--- src/rtl/ep_hs_pkg.sv ---
package ep_hs_pkg;

    localparam int ST_W = 8;

    localparam int B_TGL  = 0;
    localparam int B_HOLD = 1;
    localparam int B_STL  = 3;
    localparam int B_SETP = 4;
    localparam int B_TC   = 5;
    localparam int B_UOF  = 6;

    localparam logic [ST_W-1:0] ST_USED = 8'h7B;

    typedef enum logic [1:0] {
        TK_OUT   = 2'b00,
        TK_IN    = 2'b01,
        TK_SETUP = 2'b10,
        TK_RSVD  = 2'b11
    } tok_kind_e;

    typedef enum logic [1:0] {
        HS_NONE  = 2'b00,
        HS_ACK   = 2'b01,
        HS_NAK   = 2'b10,
        HS_STALL = 2'b11
    } hs_code_e;

    typedef struct packed {
        hs_code_e        hs;
        logic            tx_pid;
        logic            irq;
        logic [ST_W-1:0] set_m;
        logic            tgl_wr;
        logic            tgl_val;
    } hs_result_t;

    function automatic hs_result_t hs_decide(
        input tok_kind_e       kind,
        input logic [ST_W-1:0] st,
        input logic            stall,
        input logic            is_ctrl,
        input logic            irq_dis,
        input logic            last,
        input logic            rx_pid
    );
        hs_result_t r;
        logic       ok;
        r  = '0;
        ok = 1'b0;
        case (kind)
            TK_SETUP: begin
                r.hs           = HS_ACK;
                r.set_m[B_SETP] = 1'b1;
                r.set_m[B_HOLD] = 1'b1;
                r.tgl_wr       = 1'b1;
                r.tgl_val      = 1'b1;
            end
            TK_IN, TK_OUT: begin
                if (stall) begin
                    r.hs           = HS_STALL;
                    r.set_m[B_STL] = 1'b1;
                end else if ((is_ctrl && st[B_SETP]) || st[B_HOLD]) begin
                    r.hs           = HS_NAK;
                    r.set_m[B_UOF] = 1'b1;
                end else begin
                    r.hs = HS_ACK;
                    if (kind == TK_IN) begin
                        r.tx_pid = st[B_TGL];
                        ok       = 1'b1;
                    end else begin
                        ok = (rx_pid == st[B_TGL]);
                    end
                    if (ok) begin
                        r.tgl_wr        = 1'b1;
                        r.tgl_val       = ~st[B_TGL];
                        r.set_m[B_HOLD] = 1'b1;
                        if (last) begin
                            r.set_m[B_TC] = 1'b1;
                            r.irq         = ~irq_dis;
                        end
                    end
                end
            end
            default: r = '0;
        endcase
        return r;
    endfunction

endpackage

--- src/rtl/ep_hs_decide.sv ---
module ep_hs_decide
    import ep_hs_pkg::*;
(
    input  logic            tok_valid,
    input  tok_kind_e       tok_kind,
    input  logic [ST_W-1:0] tok_st,
    input  logic            stall,
    input  logic            is_ctrl,
    input  logic            irq_dis,
    input  logic            last,
    input  logic            rx_pid,
    output hs_result_t      res
);
    always_comb begin
        if (tok_valid) begin
            res = hs_decide(tok_kind, tok_st, stall, is_ctrl, irq_dis, last, rx_pid);
        end else begin
            res = '0;
        end
    end
endmodule

--- src/rtl/ep_status_reg.sv ---
module ep_status_reg
    import ep_hs_pkg::*;
(
    input  logic            clk,
    input  logic            rst,
    input  logic            sw_we,
    input  logic [ST_W-1:0] sw_set,
    input  logic [ST_W-1:0] sw_clr,
    input  logic [ST_W-1:0] sw_tgl,
    input  logic            hw_we,
    input  logic [ST_W-1:0] hw_set,
    input  logic            hw_tgl_wr,
    input  logic            hw_tgl_val,
    output logic [ST_W-1:0] st
);
    logic [ST_W-1:0] sw_v;
    logic [ST_W-1:0] nxt;

    always_comb begin
        sw_v = sw_we ? (((st | sw_set) & ~sw_clr) ^ sw_tgl) : st;
        nxt  = sw_v;
        if (hw_we) begin
            nxt = nxt | hw_set;
            if (hw_tgl_wr) begin
                nxt[B_TGL] = hw_tgl_val;
            end
        end
    end

    always_ff @(posedge clk) begin
        if (rst) begin
            st <= '0;
        end else begin
            st <= nxt & ST_USED;
        end
    end
endmodule

--- src/rtl/ep_hs_ctrl.sv ---
module ep_hs_ctrl
    import ep_hs_pkg::*;
#(
    parameter int NUM_EP = 8,
    localparam int EPW   = (NUM_EP > 1) ? $clog2(NUM_EP) : 1
) (
    input  logic              clk,
    input  logic              rst,
    input  logic              tok_valid,
    input  logic [EPW-1:0]    tok_ep,
    input  logic [1:0]        tok_kind,
    input  logic              tok_last,
    input  logic              rx_pid,
    input  logic [NUM_EP-1:0] ep_ctrl_type,
    input  logic [NUM_EP-1:0] ep_stall_en,
    input  logic [NUM_EP-1:0] ep_tc_irq_dis,
    input  logic              sw_we,
    input  logic [EPW-1:0]    sw_ep,
    input  logic [7:0]        sw_set,
    input  logic [7:0]        sw_clr,
    input  logic [7:0]        sw_tgl,
    input  logic [EPW-1:0]    rd_ep,
    output logic [7:0]        rd_status,
    input  logic              irq_clr,
    output logic [1:0]        hs_code,
    output logic              tx_pid,
    output logic              tc_irq
);
    logic [ST_W-1:0] st_arr [NUM_EP];
    logic [ST_W-1:0] tok_st;
    hs_result_t      res;

    assign tok_st    = st_arr[tok_ep];
    assign rd_status = st_arr[rd_ep];

    ep_hs_decide u_dec (
        .tok_valid (tok_valid),
        .tok_kind  (tok_kind_e'(tok_kind)),
        .tok_st    (tok_st),
        .stall     (ep_stall_en[tok_ep]),
        .is_ctrl   (ep_ctrl_type[tok_ep]),
        .irq_dis   (ep_tc_irq_dis[tok_ep]),
        .last      (tok_last),
        .rx_pid    (rx_pid),
        .res       (res)
    );

    for (genvar g = 0; g < NUM_EP; g++) begin : g_ep
        ep_status_reg u_st (
            .clk        (clk),
            .rst        (rst),
            .sw_we      (sw_we && (sw_ep == EPW'(g))),
            .sw_set     (sw_set),
            .sw_clr     (sw_clr),
            .sw_tgl     (sw_tgl),
            .hw_we      (tok_valid && (tok_ep == EPW'(g))),
            .hw_set     (res.set_m),
            .hw_tgl_wr  (res.tgl_wr),
            .hw_tgl_val (res.tgl_val),
            .st         (st_arr[g])
        );
    end

    always_ff @(posedge clk) begin
        if (rst) begin
            hs_code <= HS_NONE;
            tx_pid  <= 1'b0;
            tc_irq  <= 1'b0;
        end else begin
            hs_code <= res.hs;
            tx_pid  <= res.tx_pid;
            tc_irq  <= res.irq | (tc_irq & ~irq_clr);
        end
    end
endmodule

--- config.mk ---
export PLATFORM = sky130hd
export DESIGN_NAME = ep_hs_ctrl
export DESIGN_NICKNAME = d
export VERILOG_FILES = /design/src/rtl/ep_hs_pkg.sv /design/src/rtl/ep_hs_decide.sv /design/src/rtl/ep_status_reg.sv /design/src/rtl/ep_hs_ctrl.sv
export SDC_FILE = /design/constraint.sdc
export NUM_CORES = 1
export LEC_CHECK = 0
export ABC_AREA = 1
export ABC_CLOCK_PERIOD_IN_PS = 1500
export BUFFER_PORTS_ARGS = -buffer_cell sky130_fd_sc_hd__buf_4
export CORE_AREA = 10 10 88 147
export CTS_CLUSTER_DIAMETER = 100
export DETAILED_ROUTE_END_ITERATION = 8
export DIE_AREA = 0 0 98 157
export PLACE_DENSITY_LB_ADDON = 0.15
export SYNTH_ARGS = -nofsm -noshare
export SYNTH_HDL_FRONTEND = slang
export SYNTH_SLANG_ARGS = --single-unit
--- constraint.sdc ---
create_clock -name clk -period 1.5 [get_ports clk]
set_input_delay 0.225 -clock clk [delete_from_list [all_inputs] [get_ports clk]]
set_output_delay 0.225 -clock clk [all_outputs]
set_load 0.02 [all_outputs]
==> run summary <==
Max Clk Rate: 0.599 GHz
failing checks: negative setup slack
register-to-register path setup slack: -100 ps
fin area: 5810 µm²
kind of capture point of the worst setup path: primary output
number of design-rule violations left by the first detailed-router iteration: 273
leading cell types in the layout, fill and taps excluded: 170 x sky130_fd_sc_hd__nand2_1, 127 x sky130_fd_sc_hd__buf_4, 71 x sky130_fd_sc_hd__a21oi_1, 68 x sky130_fd_sc_hd__inv_1, 68 x sky130_fd_sc_hd__o21ai_0
Post-synth ARST share: 0
main area contributors after synthesis: sky130_fd_sc_hd__dfxtp_1 25%, sky130_fd_sc_hd__nand2_1 17%, sky130_fd_sc_hd__a21oi_1 10%
Setup Total Neg Slack: -1610 ps
Total Routed Length: 16200 µm
count of TritonRoute iterations in the first routing pass: 5
pin count of the biggest net entering global routing: 31
sequential cell area fraction in the yosys report: 0.254
critical path class: register to primary output
CTS tree: built
fraction of the mapped netlist area in compound gates: 0.264
clock net sink count: 52
worst min-delay path class: input port to register
internal cell power: 2.64 mW
leakage power: 2.52 nW
WP data arrival: 1440 ps
cell at the root of the clock tree: sky130_fd_sc_hd__clkbuf_16
GPL Wtd Cong: 0.891
Net Switching: 1.32 mW
Clock transition at path regs: 70 ps
maximum cell stage delay along the critical path: 320 ps
number of synthesized flops with an enable pin: 0
highest metal used: met4
max-cap violation count: 0
transition time of the tightest slew-check pin: 542 ps
leading cell type in the layout, fill and taps excluded: sky130_fd_sc_hd__nand2_1
CTS buffer count: 5
die area: 15400 µm²
Residual DRC: 0
CP startpoint kind: register
final worst clock skew: 4.67 ps
synth warn: 0
number of buffers added on ports: 69
total standard cell area after synthesis: 4100 µm²
library cell with the largest summed area after synthesis: sky130_fd_sc_hd__dfxtp_1
number of placed I/O pins: 78
placed cell count: 939
growth of design area from synthesis to finish: 41.6%
maximum number of buffers from clock root to sink: 2
number of nets still failing antenna checks after routing: 0
count of final hold-check violations: 0
required time of the worst setup path: 1270 ps
RSZ-0062 raised after global routing: yes
outcome: finished, violations left
fraction of layout cells with a size suffix above 1: 0.313
die outline width: 98 µm
Max transition margin: 0.638
combinational family with the most area after synthesis: simple AND/OR/NAND/NOR gates
part of the power in the clock network: 0.313
cell count after synthesis: 695
starting density of the core: 0.388
DR vias: 5164
Setup Viol. Count Final: 24
Most used DFF post-synth: sky130_fd_sc_hd__dfxtp_1
Peak supply drop: 644 µV
Critical Path Fanout Max: 3
Met2 Wirelength: 8320 µm
Post-Place Cell Area: 5340 µm²
fill cell instance count of the final layout: 1075
count of pins over their slew limit: 0
Clk Latency, worst-skew pair: 300 ps
maximum level of the CTS H-tree: 2
simple logic cell fraction of the synthesized area: 0.310
first-pass GRT wire length: 25400 µm
final period demand of the worst path: 1670 ps
fraction of synthesized cell area taken by the top area cell type: 0.254
Worst path slowest cell: sky130_fd_sc_hd__dfxtp_2
post-detailed-route wirelength per cell: 17.0 µm
Met1 Routed Length: 6120 µm
routed vias/inst: 5.41
Final #Nets: 889
count of hold-fix buffers inserted at cts: 0
fraction of power consumed by sequential logic: 0.372
Core Box Area: 10600 µm²
average size of a mapped cell: 5.90 µm²
final cycle utilization of the critical path: 1.11
crit-path cells: inv_2 -> buf_6 -> o21ai_4 -> a221oi_2 -> a31oi_1 -> buf_4
residual overflow from global routing: 0
total inserted antenna cells: 0
pwr/cell area: 682 nW/µm²
synth unique cells: 37
adder-cell share of the synthesized area: 0
Routed met3 length: 844 µm
Combinational Power Share: 0.315
register bit count reported by yosys: 52
initial antenna violation count: 0
Place WS: -388 ps
worst path setup slack after routing: -169 ps
share of total power consumed by net switching: 0.334
XOR/XNOR Fraction of Synth Area: 0.0534
post-detailed-placement half-perimeter wirelength: 12400 µm
GRT Overall Usage: 0.204
post-route total power: 3.96 mW
Rows: 50
Vert. Die Dim: 157 µm
Finished Layout Cells: 954
number of global-route vias before repair: 5230
multiplexer share of the synthesized area: 0.00732
==> layer usage <==
layer | track usage | vias up
met4 | 0.143 | 0
li1 | - | 2539
met2 | 0.377 | 158
met5 | 0 | -
met3 | 0.0303 | 50
met1 | 0.202 | 2417
==> critical path: cells and delay by family (launching register included) <==
kind	cells	cell delay, ps
compound gates	3	460
buf+inv	3	360
flops	1	320
==> layout make-up <==
| cell class | instances | area, µm² | share of cell area |
|---|---|---|---|
| multi-input cells | 533 | 2850 | 0.490 |
| repair buffers | 145 | 1250 | 0.215 |
| flip-flops and latches | 52 | 1070 | 0.183 |
| inverters | 85 | 332 | 0.0570 |
| well taps | 130 | 163 | 0.0280 |
| clock buffers | 6 | 139 | 0.0239 |
| clock inverters | 2 | 10.0 | 0.00172 |
| repair inverters | 1 | 5.00 | 0.000861 |
==> registers in the layout, indices dropped and copies added (netlist names) <==
name / count
g_ep.u_st.st: 48
tx_pid: 1
hs_code: 2
tc_irq: 1
==> power groups by stage <==
stage / clock [mW] / sequential [mW] / combinational (mW)
2_1_floorplan: 0 / 1.50 / 0.633
6_report: 1.24 / 1.47 / 1.25
3_5_place_dp: 0 / 1.50 / 1.13
3_3_place_gp: 0 / 1.50 / 1.11
5_1_grt: 1.29 / 1.48 / 1.36
4_1_cts: 1.25 / 1.47 / 1.18
==> path summary, 6_finish.rpt <==
kind,endpoint,cells past startpoint,from
max,rd_status[4],6,g_ep[4].u_st.st[4]
min,tc_irq,4,irq_clr
max reg2reg,g_ep[3].u_st.st[0],13,g_ep[4].u_st.st[4]
min reg2reg,tc_irq,2,tc_irq
==> timing repair <==
action / 4_1_cts / 5_1_grt
setup buffers: 4 / 2
cloned: 0 / 1
endpoints found under the setup margin: 39 / 48
gates resized for setup: 47 / 56
pin swaps: 22 / 27
==> synthesized netlist by cell type, types with 2 or more instances <==
cell type	n
sky130_fd_sc_hd__mux2i_1	3
sky130_fd_sc_hd__buf_4	3
sky130_fd_sc_hd__a31oi_1	16
sky130_fd_sc_hd__or2_2	10
sky130_fd_sc_hd__xor2_1	25
sky130_fd_sc_hd__nand2_1	188
sky130_fd_sc_hd__dfxtp_1	52
sky130_fd_sc_hd__clkinv_1	2
sky130_fd_sc_hd__o21ai_0	79
sky130_fd_sc_hd__inv_2	6
sky130_fd_sc_hd__nand4_1	14
sky130_fd_sc_hd__nand3_1	21
sky130_fd_sc_hd__buf_1	2
sky130_fd_sc_hd__clkbuf_1	17
sky130_fd_sc_hd__a221oi_1	4
sky130_fd_sc_hd__a21oi_1	84
sky130_fd_sc_hd__inv_1	76
sky130_fd_sc_hd__nand2_2	5
sky130_fd_sc_hd__buf_6	3
sky130_fd_sc_hd__o22ai_1	11
sky130_fd_sc_hd__nor2_1	58
==> metrics by stage <==
stage | utilization | hold slack [ps]
2_1_floorplan | - | 388
3_3_place_gp | 0.505 | 457
3_5_place_dp | 0.505 | 463
4_1_cts | 0.533 | 164
5_1_grt | 0.550 | 183
6_report | 0.550 | 167
==> kinds of logic after synthesis <==
| kind of cell | after synthesis |
|---|---|
| buf+inv | 111 |
| mux | 3 |
| flops | 52 |
| compound gates | 200 |
| other cells | 1 |
| simple gates | 303 |
| xor+xnor | 25 |
Note: power is estimated with default switching activity, not from simulation.
